`src/rtl/mbus_pkg.sv`:
```
package mbus_pkg;

  typedef enum logic [3:0] {
    CMD_IO_RD   = 4'b0010,
    CMD_IO_WR   = 4'b0011,
    CMD_MEM_RD  = 4'b0110,
    CMD_MEM_WR  = 4'b0111,
    CMD_CFG_RD  = 4'b1010,
    CMD_CFG_WR  = 4'b1011,
    CMD_MEM_RDM = 4'b1100,
    CMD_MEM_RDL = 4'b1110,
    CMD_MEM_WRI = 4'b1111
  } bus_cmd_e;

  typedef enum logic [2:0] {
    ST_IDLE,
    ST_ADDR,
    ST_WAIT,
    ST_XFER,
    ST_HOLD,
    ST_SKIP
  } tgt_state_e;

endpackage

```
`src/rtl/mbus_decode.sv`:
```
module mbus_decode
  import mbus_pkg::*;
#(
  parameter int          DATA_W    = 32,
  parameter int          WORD_BITS = 3,
  parameter logic [31:0] MEM_BASE  = 32'h8000_0000,
  parameter logic [31:0] IO_BASE   = 32'h0000_1000
) (
  input  logic [3:0]           cmd,
  input  logic [DATA_W-1:0]    addr,
  output logic                 claim,
  output logic                 is_write,
  output logic [WORD_BITS-1:0] word_idx
);
  localparam int LO = WORD_BITS + 2;

  logic mem_hit, io_hit;
  logic unused_lsb;

  assign mem_hit    = (addr[DATA_W-1:LO] == MEM_BASE[DATA_W-1:LO]);
  assign io_hit     = (addr[DATA_W-1:LO] == IO_BASE[DATA_W-1:LO]);
  assign word_idx   = addr[LO-1:2];
  assign is_write   = cmd[0];
  assign unused_lsb = ^addr[1:0];

  always_comb begin
    case (bus_cmd_e'(cmd))
      CMD_IO_RD, CMD_IO_WR:                   claim = io_hit;
      CMD_MEM_RD, CMD_MEM_WR, CMD_MEM_RDM,
      CMD_MEM_RDL, CMD_MEM_WRI:               claim = mem_hit;
      default:                                claim = 1'b0;
    endcase
  end
endmodule

```
`src/rtl/mbus_regbank.sv`:
```
module mbus_regbank #(
  parameter int DATA_W    = 32,
  parameter int WORD_BITS = 3
) (
  input  logic                  clk,
  input  logic                  rst,
  input  logic                  we,
  input  logic [WORD_BITS-1:0]  waddr,
  input  logic [DATA_W/8-1:0]   be,
  input  logic [DATA_W-1:0]     wdata,
  input  logic [WORD_BITS-1:0]  raddr,
  output logic [DATA_W-1:0]     rdata
);
  localparam int NWORDS = 1 << WORD_BITS;
  localparam int LANES  = DATA_W / 8;

  for (genvar g = 0; g < LANES; g++) begin : g_lane
    logic [7:0] lane_mem [NWORDS];

    always_ff @(posedge clk) begin
      if (rst) begin
        for (int w = 0; w < NWORDS; w++) lane_mem[w] <= '0;
      end else if (we && be[g]) begin
        lane_mem[waddr] <= wdata[g*8 +: 8];
      end
    end

    assign rdata[g*8 +: 8] = lane_mem[raddr];
  end
endmodule

```
`src/rtl/mbus_target.sv`:
```
module mbus_target
  import mbus_pkg::*;
#(
  parameter int          DATA_W    = 32,
  parameter int          WORD_BITS = 3,
  parameter int          INIT_WAIT = 2,
  parameter logic [31:0] MEM_BASE  = 32'h8000_0000,
  parameter logic [31:0] IO_BASE   = 32'h0000_1000
) (
  input  logic                clk,
  input  logic                rst,
  input  logic                busy,
  input  logic                frame_n,
  input  logic                irdy_n,
  input  logic [DATA_W/8-1:0] cbe_n,
  input  logic [DATA_W-1:0]   ad_in,
  output logic [DATA_W-1:0]   ad_out,
  output logic                ad_oe,
  output logic                devsel_n,
  output logic                trdy_n,
  output logic                stop_n
);
  localparam int                   WCNT_W = $clog2(INIT_WAIT + 2);
  localparam logic [WORD_BITS-1:0] LAST   = '1;

  tgt_state_e            st, nxt;
  logic [DATA_W-1:0]     lat_addr;
  logic [3:0]            lat_cmd;
  logic                  lat_busy;
  logic [WORD_BITS-1:0]  idx, n_idx, idx_inc;
  logic [WCNT_W-1:0]     wcnt, n_wcnt;
  logic                  n_dev, n_trdy, n_stop, n_oe, cap;
  logic                  dec_claim, dec_wr;
  logic [WORD_BITS-1:0]  dec_idx;
  logic                  bank_we;
  logic [DATA_W-1:0]     bank_rd;

  mbus_decode #(
    .DATA_W(DATA_W), .WORD_BITS(WORD_BITS),
    .MEM_BASE(MEM_BASE), .IO_BASE(IO_BASE)
  ) u_dec (
    .cmd(lat_cmd), .addr(lat_addr),
    .claim(dec_claim), .is_write(dec_wr), .word_idx(dec_idx)
  );

  assign idx_inc = idx + 1'b1;
  assign bank_we = (st == ST_XFER) && !irdy_n && dec_wr;

  mbus_regbank #(.DATA_W(DATA_W), .WORD_BITS(WORD_BITS)) u_bank (
    .clk(clk), .rst(rst), .we(bank_we), .waddr(idx), .be(~cbe_n),
    .wdata(ad_in), .raddr(n_idx), .rdata(bank_rd)
  );

  always_comb begin
    nxt    = st;
    n_dev  = devsel_n;
    n_trdy = trdy_n;
    n_stop = stop_n;
    n_oe   = ad_oe;
    n_idx  = idx;
    n_wcnt = wcnt;
    cap    = 1'b0;
    case (st)
      ST_IDLE: begin
        if (!frame_n && irdy_n) begin
          cap = 1'b1;
          nxt = ST_ADDR;
        end
      end
      ST_ADDR: begin
        if (!dec_claim) begin
          nxt = ST_SKIP;
        end else begin
          n_dev = 1'b0;
          n_idx = dec_idx;
          if (lat_busy) begin
            n_stop = 1'b0;
            nxt    = ST_HOLD;
          end else begin
            n_oe = !dec_wr;
            if (INIT_WAIT == 0) begin
              n_trdy = 1'b0;
              n_stop = (dec_idx != LAST);
              nxt    = ST_XFER;
            end else begin
              n_wcnt = WCNT_W'(INIT_WAIT);
              nxt    = ST_WAIT;
            end
          end
        end
      end
      ST_WAIT: begin
        if (wcnt == WCNT_W'(1)) begin
          n_trdy = 1'b0;
          n_stop = (idx != LAST);
          nxt    = ST_XFER;
        end else begin
          n_wcnt = wcnt - 1'b1;
        end
      end
      ST_XFER: begin
        if (!irdy_n) begin
          if (frame_n) begin
            n_dev = 1'b1; n_trdy = 1'b1; n_stop = 1'b1; n_oe = 1'b0;
            nxt   = ST_IDLE;
          end else if (!stop_n) begin
            n_trdy = 1'b1;
            nxt    = ST_HOLD;
          end else begin
            n_idx  = idx_inc;
            n_stop = (idx_inc != LAST);
          end
        end
      end
      ST_HOLD: begin
        if (frame_n) begin
          n_dev = 1'b1; n_trdy = 1'b1; n_stop = 1'b1; n_oe = 1'b0;
          nxt   = ST_IDLE;
        end
      end
      ST_SKIP: begin
        if (frame_n && irdy_n) nxt = ST_IDLE;
      end
      default: nxt = ST_IDLE;
    endcase
  end

  always_ff @(posedge clk) begin
    if (rst) begin
      st       <= ST_IDLE;
      devsel_n <= 1'b1;
      trdy_n   <= 1'b1;
      stop_n   <= 1'b1;
      ad_oe    <= 1'b0;
      ad_out   <= '0;
      idx      <= '0;
      wcnt     <= '0;
      lat_addr <= '0;
      lat_cmd  <= '0;
      lat_busy <= 1'b0;
    end else begin
      st       <= nxt;
      devsel_n <= n_dev;
      trdy_n   <= n_trdy;
      stop_n   <= n_stop;
      ad_oe    <= n_oe;
      ad_out   <= bank_rd;
      idx      <= n_idx;
      wcnt     <= n_wcnt;
      if (cap) begin
        lat_addr <= ad_in;
        lat_cmd  <= cbe_n;
        lat_busy <= busy;
      end
    end
  end
endmodule

```
`config.mk`:
```
export PLATFORM = sky130hd
export DESIGN_NAME = mbus_target
export DESIGN_NICKNAME = d
export VERILOG_FILES = /design/src/rtl/mbus_pkg.sv /design/src/rtl/mbus_decode.sv /design/src/rtl/mbus_regbank.sv /design/src/rtl/mbus_target.sv
export SDC_FILE = /design/constraint.sdc
export NUM_CORES = 1
export LEC_CHECK = 0
export ABC_AREA = 1
export BUFFER_PORTS_ARGS = -buffer_cell sky130_fd_sc_hd__buf_2
export CAP_MARGIN = 20
export CORE_MARGIN = 2
export CORE_UTILIZATION = 35
export DETAILED_ROUTE_END_ITERATION = 16
export PLACE_DENSITY_LB_ADDON = 0.08
export SYNTH_ARGS = -nofsm -noshare
export SYNTH_HDL_FRONTEND = slang
export SYNTH_SLANG_ARGS = --single-unit
```
`constraint.sdc`:
```
create_clock -name clk -period 2.35 [get_ports clk]
set_input_delay 0.47 -clock clk [delete_from_list [all_inputs] [get_ports clk]]
set_output_delay 0.47 -clock clk [all_outputs]
set_load 0.1 [all_outputs]
```
==> out/qor.csv, run 1 <==
metric,value,unit
status,completed,
share of post-route cells with drive strength above 1,14.9,%
Pre-antenna DRT Iters,8,
syn_nets,1765,
cells after synthesis,1720,
Hold Path Cell Cnt,3,
ANT cells,0,
cell taking the most area after synthesis,edfxtp_1,
largest net degree at the start of global routing,73,
"Slew Viols, Final",0,
multiplexer share of the synthesized area,0,%
Critical Path Start Type,flop,
grt total ovfl,0,
sequential element share of the synthesized area,59.4,%
Synth Cell Area,15600,um^2
Worst Setup SP,st[0],
register bit total from synthesis,335,
Post-Synth Adder-Cell Area,0.321,%
Compound-Gate Fraction of Synth Area,3.34,%
Final Skew,0.0136,ns
IO buf count,76,
clk_lat worst skew,0.55,ns
power per standard cell area,767,nW/um^2
CTS Buffer Depth,3,
worst path required time,2.56,ns
"Reg clk slew, reported paths",0.05,ns
CTS tree,yes,
row count,77,
xor/xnor share of the synthesized area,0.0562,%
Fmax,451,MHz
worst setup margin,0.133,ns
top post-synthesis cells by area,"edfxtp_1 (49%), dfxtp_1 (10%), nand2_1 (8.5%)",
post-synth top area share,49.3,%
Final setup viols,0,
Starting Density,35.3,%
Via Count,11700,
Syn Area/Cell,9.06,um^2
synth unique cells,33,
max cap viols,0,
Setup TNS Final,0,ns
initial antenna violation count,0,
DIE AREA,46300,um^2
Hold Path Sink,lat_cmd[3],
dpl hpwl,28200,um
Worst Min Path Start,cbe_n[3],
Tcrit/Tclk final,94.3,%
simple-gate share of the synthesized area,28.2,%
worst rel slew slack,60.1,%
Final Hold Fails,0,
minimum clock period,2.22,ns
H-tree depth,2,
synth-to-layout area growth,18.6,%
largest family of logic cells by synthesized area,simple AND/OR/NAND/NOR gates,
via/cell ratio,4.75,
reg2reg start,st[0],
clk sinks,335,
r2r setup slk,0.13,ns
routed len/inst,18.7,um
fin util,41.9,%
worst r2r path cells,9,
total track usage,19.3,%
DRC,0,
core area,44100,um^2
Total Wirelength,46100,um
Crit Path Max Fanout,9,
first-pass GRT wire length,68700,um
RSZ-0062 raised after global routing,false,
Worst setup EP type,flop,
Total Nets Final,1892,
Iter 0 DRT Violations,704,
worst min path class,in -> reg,
FF-to-FF End,u_bank.g_lane[2].lane_mem[4][2],
cts hold-fix bufs,0,
Die Span Y,215,um
Clock Tree Root,clkbuf_16,
CTS buffer count,41,
chip width,215,um
Final Wtd Congestion,0.833,
Worst Setup Path Type,reg -> reg,
ANT nets after route,0,
vias in the first global route,11700,
Worst Tran Pin Value,0.596,ns
Worst EP arrival,2.42,ns
Leak,8.06,nW
# IOs,77,
Synth Warn #,0,
Fillers,4494,
worst-case vdd ir drop,0.469,mV
pre-CTS WS,0.0669,ns
synthesized netlist by cell type:
master	n
nand2_2	36
or2_0	1
nand3b_1	96
nand4_1	2
nand3_1	161
nor4_1	1
nor2_4	1
inv_2	6
a21oi_1	43
o2111ai_1	1
nor2_2	8
nor2_1	295
edfxtp_1	256
inv_1	193
clkinv_1	30
or2_2	2
xor2_1	1
nand2_1	354
nor3_2	1
o21ai_1	1
o211ai_1	2
nand3_2	3
ha_1	4
o21ai_0	50
buf_6	17
buf_2	30
o211a_1	2
buf_1	1
buf_4	10
nor3_1	13
o22ai_1	1
dfxtp_1	79
clkbuf_1	19
critical path: stages, from the launching register on:
cell and delay, ns:
dfxtp_1 0.42, inv_2 0.08, nor2_4 0.13, nand2_2 0.10
inv_2 0.10, nand4_1 0.25, nor2_2 0.22, buf_12 0.16
nand2_2 0.13, nand2_1 0.30
report_power, final:
| group | switching (mW) | leakage (nW) | internal [mW] |
|---|---|---|---|
| logic | 1.13 | 4.18 | 0.392 |
| clock network | 2.40 | 0.587 | 3.44 |
| registers | 0.143 | 3.29 | 6.67 |
cell families after synthesis:
group                    count (synthesis)
XOR/XNOR                                 1
AO/OA/AOI/OAI                          100
flip-flops                             335
buffers and inverters                  306
adder cells (fa/ha/maj)                  4
AND/OR/NAND/NOR                        974
final cells by class:
class	count	area, um^2	share of cell area, %
Clock buffer	60	1140	6.15
Tap cell	592	741	4.01
Inverter	229	865	4.68
Sequential cell	335	9270	50.1
Clock inverter	13	76.3	0.413
Timing Repair Buffer	161	1350	7.31
Multi-Input combinational cell	1079	5050	27.3
what timing repair did:
item	4_1_cts	5_1_grt
gates resized for setup	0	23
setup buffers	0	5
setup endpoints to repair	0	56
cells in the final DEF, fill, tap and decap left out, types with 2 or more instances in the layout:
master and instances:
nand2_1 347, nor3_1 12, buf_4 61, inv_4 2, nand3b_1 96, clkinv_1 41, edfxtp_1 256, dfxtp_2 2
a21oi_1 43, clkbuf_16 47, buf_2 76, nor2_1 291, nand4_1 2, o211ai_1 2, nor2_4 3, buf_6 3
dfxtp_1 77, ha_1 4, inv_1 193, nand2_2 41, clkbuf_1 15, buf_16 4, buf_12 11, nand2_8 2
o211a_1 2, o21ai_0 50, nand3_2 3, nor2_2 10, inv_2 4, clkbuf_8 4, or2_2 2, nand3_1 161
flip-flops by register name, summed over array words and instances, names as in the netlist, 2 cells and up:
name                    count
wcnt                        2
lat_cmd                     4
lat_addr                   30
u_bank.g_lane.lane_mem    256
st                          3
ad_out                     32
idx                         3
worst max path at each step:
stage	slack (ns)	endpoint	cells past startpoint
after floorplan	0.20	u_bank.g_lane[0].lane_mem[3][0]	6
after global placement	0.04	ad_out[2]	14
after detailed placement	0.07	ad_out[4]	14
after CTS	0.04	ad_out[17]	15
after global routing	0.001	ad_out[4]	16
final	0.13	u_bank.g_lane[2].lane_mem[4][2]	9
metal layers:
layer  routed length, um  up-vias  GRT usage (%)  part of all wire (%)
met5                   0        -              0                     0
met4                 714        0           4.18                   1.6
met1               21800     5593           27.2                    47
met3                2340       49           3.14                   5.1
li1                    -     5811              -                     -
met2               21200      273           31.2                    46
stage by stage:
stage / power [mW] / hold slack (ns) / instances / cell area (um^2)
floorplan: 7.95 / 0.445 / 1720 / 15600
global placement: 8.42 / 0.470 / 2385 / 17000
detailed placement: 8.43 / 0.471 / 2385 / 17000
finish: 14.2 / 0.211 / 2469 / 18500
global route: 14.7 / 0.197 / 2469 / 18500
CTS: 14.3 / 0.174 / 2458 / 18200
No activity file was read; power rests on OpenSTA's default activity.
==> run 2, diff against run 1 <==
--- a/config.mk
+++ b/config.mk
@@ -14,4 +14,5 @@
 export PLACE_DENSITY_LB_ADDON = 0.08
 export SYNTH_ARGS = -nofsm -noshare
 export SYNTH_HDL_FRONTEND = slang
+export SYNTH_HIERARCHICAL = 1
 export SYNTH_SLANG_ARGS = --single-unit
==> constraint.sdc (replaced) <==
create_clock -name clk -period 2.35 [get_ports clk]
set_input_delay 0.47 -clock clk [delete_from_list [all_inputs] [get_ports clk]]
set_output_delay 0.47 -clock clk [all_outputs]
set_load 0.01 [all_outputs]
==> out/qor.csv, run 2 <==
metric,value,unit
max cap viols,0,
Synth Warn #,6,
Psw,4.20,mW
CTS buffer count,41,
Reg with most FFs,u_bank/g_lane.lane_mem,
Final Skew,0.0152,ns
worst-case vdd ir drop,0.523,mV
"most common cell after layout, fill and taps aside",nand2_1,
# IOs,77,
total track usage,20.6,%
ANT nets after route,0,
r2r setup slk,-0.13,ns
placed cell area,17700,um^2
Flop pwr share,44.2,%
Max stage delay on crit path,0.32,ns
P_int,11.5,mW
dpl hpwl,31100,um
DRC,0,
share of post-route cells with drive strength above 1,23.7,%
Total Wirelength,48300,um
Starting Density,35.6,%
grt total ovfl,0,
CTS Buffer Depth,3,
worst rel slew slack,62.3,%
FF-to-FF End,ad_out[10],
Syn Area/Cell,8.23,um^2
DIE AREA,46900,um^2
Regs by FF count,"u_bank/g_lane.lane_mem (256), ad_out (32), lat_addr (30)",
WHS,0.170,ns
Final Wtd Congestion,0.823,
worst min path class,in -> reg,
status,"finished, violations left",
CTS tree,yes,
chip width,217,um
pre-CTS WS,-0.261,ns
IO buf count,76,
Leak,9.49,nW
Pre-antenna DRT Iters,5,
first-pass GRT wire length,73500,um
Synth Cell Area,15800,um^2
met1 GRT Util,28.8,%
"Slew Viols, Final",0,
worst setup path end,ad_out[10],
violated checks,setup timing,
largest net degree at the start of global routing,40,
cells after synthesis,1920,
Final Instance Area,20300,um^2
Net Sw Frac,26.9,%
met2 global-route usage,33.0,%
clk sinks,335,
Critical Path Start Type,flop,
Die Span Y,217,um
minimum clock period,2.48,ns
max reg flops,256,
Worst Setup Path Type,reg -> reg,
row count,77,
"commonest cells after routing, fill and taps aside","nand2_1 (410), nor2_1 (373), inv_1 (342)",
Setup TNS Final,-2.50,ns
Clock Tree Root,clkbuf_16,
synth-to-layout area growth,28.6,%
Tcrit/Tclk final,105,%
core area,44400,um^2
ANT cells,0,
worst path required time,2.77,ns
Critical Path Slowest Stage Cell,dfxtp_2,
Iter 0 DRT Violations,849,
Worst setup EP type,flop,
Combinational Power Share,15.4,%
worst r2r path cells,22,
routed len/inst,17.7,um
Total Nets Final,2154,
Via Count,12700,
H-tree depth,2,
Clk pwr share,40.5,%
Worst Setup SP,lat_addr[26],
layer with the highest usage,met2,
Final setup viols,32,
power per standard cell area,770,nW/um^2
worst path cell trace,"nor2_2, nand2_1, nor2_2, nand3_1, nor2_1, buf_4, inv_2, nand3_2, nand4_1, nand2_2, nand2_4, inv_8, buf_6, buf_12, buf_16, nand2_2, nand3_2, nand2_1, nand2_1, nand2_1, inv_1, nor2_1",
cts hold-fix bufs,0,
GR Layer Usage met3,3.35,%
reg2reg start,lat_addr[26],
vias in the first global route,12400,
Worst Tran Pin Value,0.565,ns
Fmax,404,MHz
CP dominant cell by count,nand2_1,
clk_lat worst skew,0.56,ns
RSZ-0062 raised after global routing,true,
Crit Path Max Fanout,8,
via/cell ratio,4.66,
"Reg clk slew, reported paths",0.06,ns
Fillers,4404,
Final Hold Fails,0,
worst setup margin,-0.125,ns
Worst EP arrival,2.90,ns
initial antenna violation count,0,
syn_nets,1965,
run 2: power by group through the flow:
stage | combinational [mW] | clock [mW] | sequential, mW
after CTS | 2.33 | 6.50 | 6.91
after floorplan | 1.40 | 0 | 7.00
final | 2.41 | 6.34 | 6.91
after detailed placement | 2.13 | 0 | 7.03
after global placement | 2.13 | 0 | 7.03
after global routing | 2.67 | 6.73 | 6.96
run 2: worst max-delay path, delay by kind of cell (launching register included):
family / cells / cell delay [ns]
flip-flops: 1 / 0.32
buffers and inverters: 7 / 0.71
AND/OR/NAND/NOR: 15 / 1.30
run 2: routing by layer:
layer	vias to the layer above	share of wire (%)
li1	6263	-
met1	6102	47
met2	291	46
met3	64	4.8
met4	0	2.1
met5	-	0
run 2: how the worst min path moves through the flow:
| stage | from | end | cells past startpoint |
|---|---|---|---|
| 6_report | cbe_n[2] | lat_cmd[2] | 3 |
| 5_1_grt | cbe_n[3] | lat_cmd[3] | 3 |
| 4_1_cts | cbe_n[2] | lat_cmd[2] | 3 |
| 3_5_place_dp | wcnt[1] | wcnt[1] | 2 |
| 3_3_place_gp | wcnt[1] | wcnt[1] | 2 |
| 2_1_floorplan | wcnt[1] | wcnt[1] | 2 |
run 2: cell type report:
cell class                 count  area [um^2]  area share, %
clock buffer                  56         1130           5.57
clock inverter                18          196          0.966
inverter                     356         1360           6.70
multi-input combinational   1155         5480           26.9
sequential                   335         9270           45.6
tap                          592          741           3.64
timing repair buffer         220         2150           10.6
run 2: per-stage QoR:
stage	power [mW]	instances	util (%)
finish	15.7	2732	45.8
floorplan	8.40	1920	-
global route	16.4	2732	45.8
global placement	9.15	2623	39.8
CTS	15.8	2730	44.7
detailed placement	9.16	2623	39.8
run 2: timing repair:
action,4_1_cts,5_1_grt
hold endpoints to repair,0,0
pin swaps,16,40
cloned,12,3
setup endpoints to repair,32,152
buffers inserted,23,1
resized for setup,100,130
==> run 3, diff against run 2 <==
--- a/config.mk
+++ b/config.mk
@@ -11,6 +11,7 @@
 export CORE_MARGIN = 2
 export CORE_UTILIZATION = 35
 export DETAILED_ROUTE_END_ITERATION = 16
+export GPL_TIMING_DRIVEN = 0
 export PLACE_DENSITY_LB_ADDON = 0.08
 export SYNTH_ARGS = -nofsm -noshare
 export SYNTH_HDL_FRONTEND = slang
==> constraint.sdc (replaced) <==
create_clock -name clk -period 2.4 [get_ports clk]
set_input_delay 0.48 -clock clk [delete_from_list [all_inputs] [get_ports clk]]
set_output_delay 0.48 -clock clk [all_outputs]
set_load 0.01 [all_outputs]
==> out/qor.csv, run 3 (synthesis gave the netlist of run 2 again) <==
metric,value,unit
share of post-route cells with drive strength above 1,24.1,%
dpl hpwl,33800,um
chip width,217,um
Critical Path Slowest Stage Cell,dfxtp_2,
CP dominant cell by count,buf_4,
first-pass GRT wire length,72000,um
Worst EP arrival,3.07,ns
vias in the first global route,12200,
"commonest cells after routing, fill and taps aside","nand2_1 (394), nor2_1 (364), inv_1 (335)",
CTS Buffer Depth,3,
footprint of the multi-input gates,5620,um^2
Crit Path Max Fanout,4,
violated checks,setup timing,
Final setup viols,97,
fin util,44.9,%
reg2reg start,lat_cmd[2],
worst setup margin,-0.182,ns
Pre-antenna DRT Iters,5,
Die Span Y,217,um
grt total ovfl,0,
Fillers,4458,
CTS buffer count,40,
clk sinks,335,
Final Skew,0.0146,ns
Critical Path Start Type,flop,
Leak,9.21,nW
Via Count,12500,
initial antenna violation count,0,
IO buf count,76,
Final Power,15.0,mW
"Slew Viols, Final",0,
Total Wirelength,48400,um
Final Instance Area,19900,um^2
Worst setup EP type,flop,
worst rel slew slack,23.2,%
total track usage,20.4,%
Iter 0 DRT Violations,718,
worst min path class,in -> reg,
Clock Tree Root,clkbuf_16,
DIE AREA,46900,um^2
placed cells,2592,
Fmax,387,MHz
ANT nets after route,0,
Final Hold Fails,0,
CTS tree,yes,
Reg with most FFs,u_bank/g_lane.lane_mem,
Starting Density,35.6,%
minimum clock period,2.58,ns
post-route insts no fill,2708,
Worst Setup SP,lat_cmd[2],
core area,44400,um^2
clk_lat worst skew,0.56,ns
ANT cells,0,
placed cell area,17000,um^2
cts hold-fix bufs,0,
synth-to-layout area growth,26.1,%
Worst Tran Pin Value,1.15,ns
row count,77,
"Reg clk slew, reported paths",0.06,ns
Worst Setup Path Type,reg -> reg,
H-tree depth,2,
via/cell ratio,4.61,
largest net degree at the start of global routing,13,
max cap viols,0,
RSZ-0062 raised after global routing,true,
Max stage delay on crit path,0.32,ns
"most common cell after layout, fill and taps aside",nand2_1,
routed len/inst,17.9,um
Final Wtd Congestion,0.838,
worst path cell trace,"inv_2, nand2_1, nand2_1, nor2_2, nand3_2, nor2_4, inv_2, nand3_2, nand4_1, nand2_2, buf_4, buf_4, buf_4, buf_4, buf_4, buf_4, buf_4, buf_4, buf_4, buf_4, buf_4, a21oi_2",
max reg flops,256,
# IOs,77,
DRC,0,
Regs by FF count,"u_bank/g_lane.lane_mem (256), ad_out (32), lat_addr (30)",
status,"finished, violations left",
Tcrit/Tclk final,108,%
worst-case vdd ir drop,0.421,mV
Worst Min Path Start,cbe_n[1],
power per standard cell area,751,nW/um^2
Total Nets Final,2129,
worst path required time,2.89,ns
register area,9280,um^2
==> run 3: what timing repair did <==
item,in CTS,in global routing
gates resized for setup,274,118
buffers inserted,22,6
pin swaps,30,19
hold endpoints to repair,0,0
endpoints found under the setup margin,304,250
cloned,6,10
==> run 3: per-layer routing <==
| metal | up-vias | global-route usage, % | wire, um |
|---|---|---|---|
| met5 | - | 0 | 0 |
| met2 | 278 | 35.1 | 23300 |
| met3 | 72 | 2.62 | 2400 |
| li1 | 6213 | - | - |
| met4 | 0 | 5.87 | 1320 |
| met1 | 5925 | 26.8 | 21400 |
==> run 3: final cells by class <==
| class | instances | area share [%] |
|---|---|---|
| Sequential cell | 335 | 46.5 |
| Multi-Input combinational cell | 1155 | 28.2 |
| Inverter | 356 | 6.81 |
| Clock buffer | 58 | 5.41 |
| Timing Repair Buffer | 123 | 4.37 |
| Buffer | 73 | 4.16 |
| Tap cell | 592 | 3.71 |
| Clock inverter | 16 | 0.784 |
==> run 3: final timing paths <==
check / end / slack, ns / depth (start not counted)
worst min-delay path: lat_cmd[1] / 0.18 / 3
worst min register to register: wcnt[1] / 0.47 / 2
worst max register to register: idx[0] / -0.18 / 22
worst max-delay path: idx[0] / -0.18 / 22
==> run 3: critical path, delay by kind of cell, from the launching register on <==
family | cells | cell delay [ns]
buffers and inverters | 13 | 1.48
flip-flops | 1 | 0.32
AO/OA/AOI/OAI | 1 | 0.11
AND/OR/NAND/NOR | 8 | 0.60
==> run 3: through the flow <==
stage               setup WS, ns  setup TNS (ns)  hold slack (ns)
floorplan                 0.0932               0            0.433
global placement           -1.33         -169.50            0.451
detailed placement         -1.35         -109.60            0.464
CTS                       -0.164          -10.47            0.150
global route              -0.333          -19.62            0.184
finish                    -0.182           -6.77            0.183
==> run 3: power by group <==
part | leakage [nW] | switching (mW) | internal (mW)
clock | 0.590 | 2.45 | 3.35
combinational | 5.32 | 1.54 | 0.884
sequential | 3.30 | 0.159 | 6.60
total | 9.21 | 4.15 | 10.8
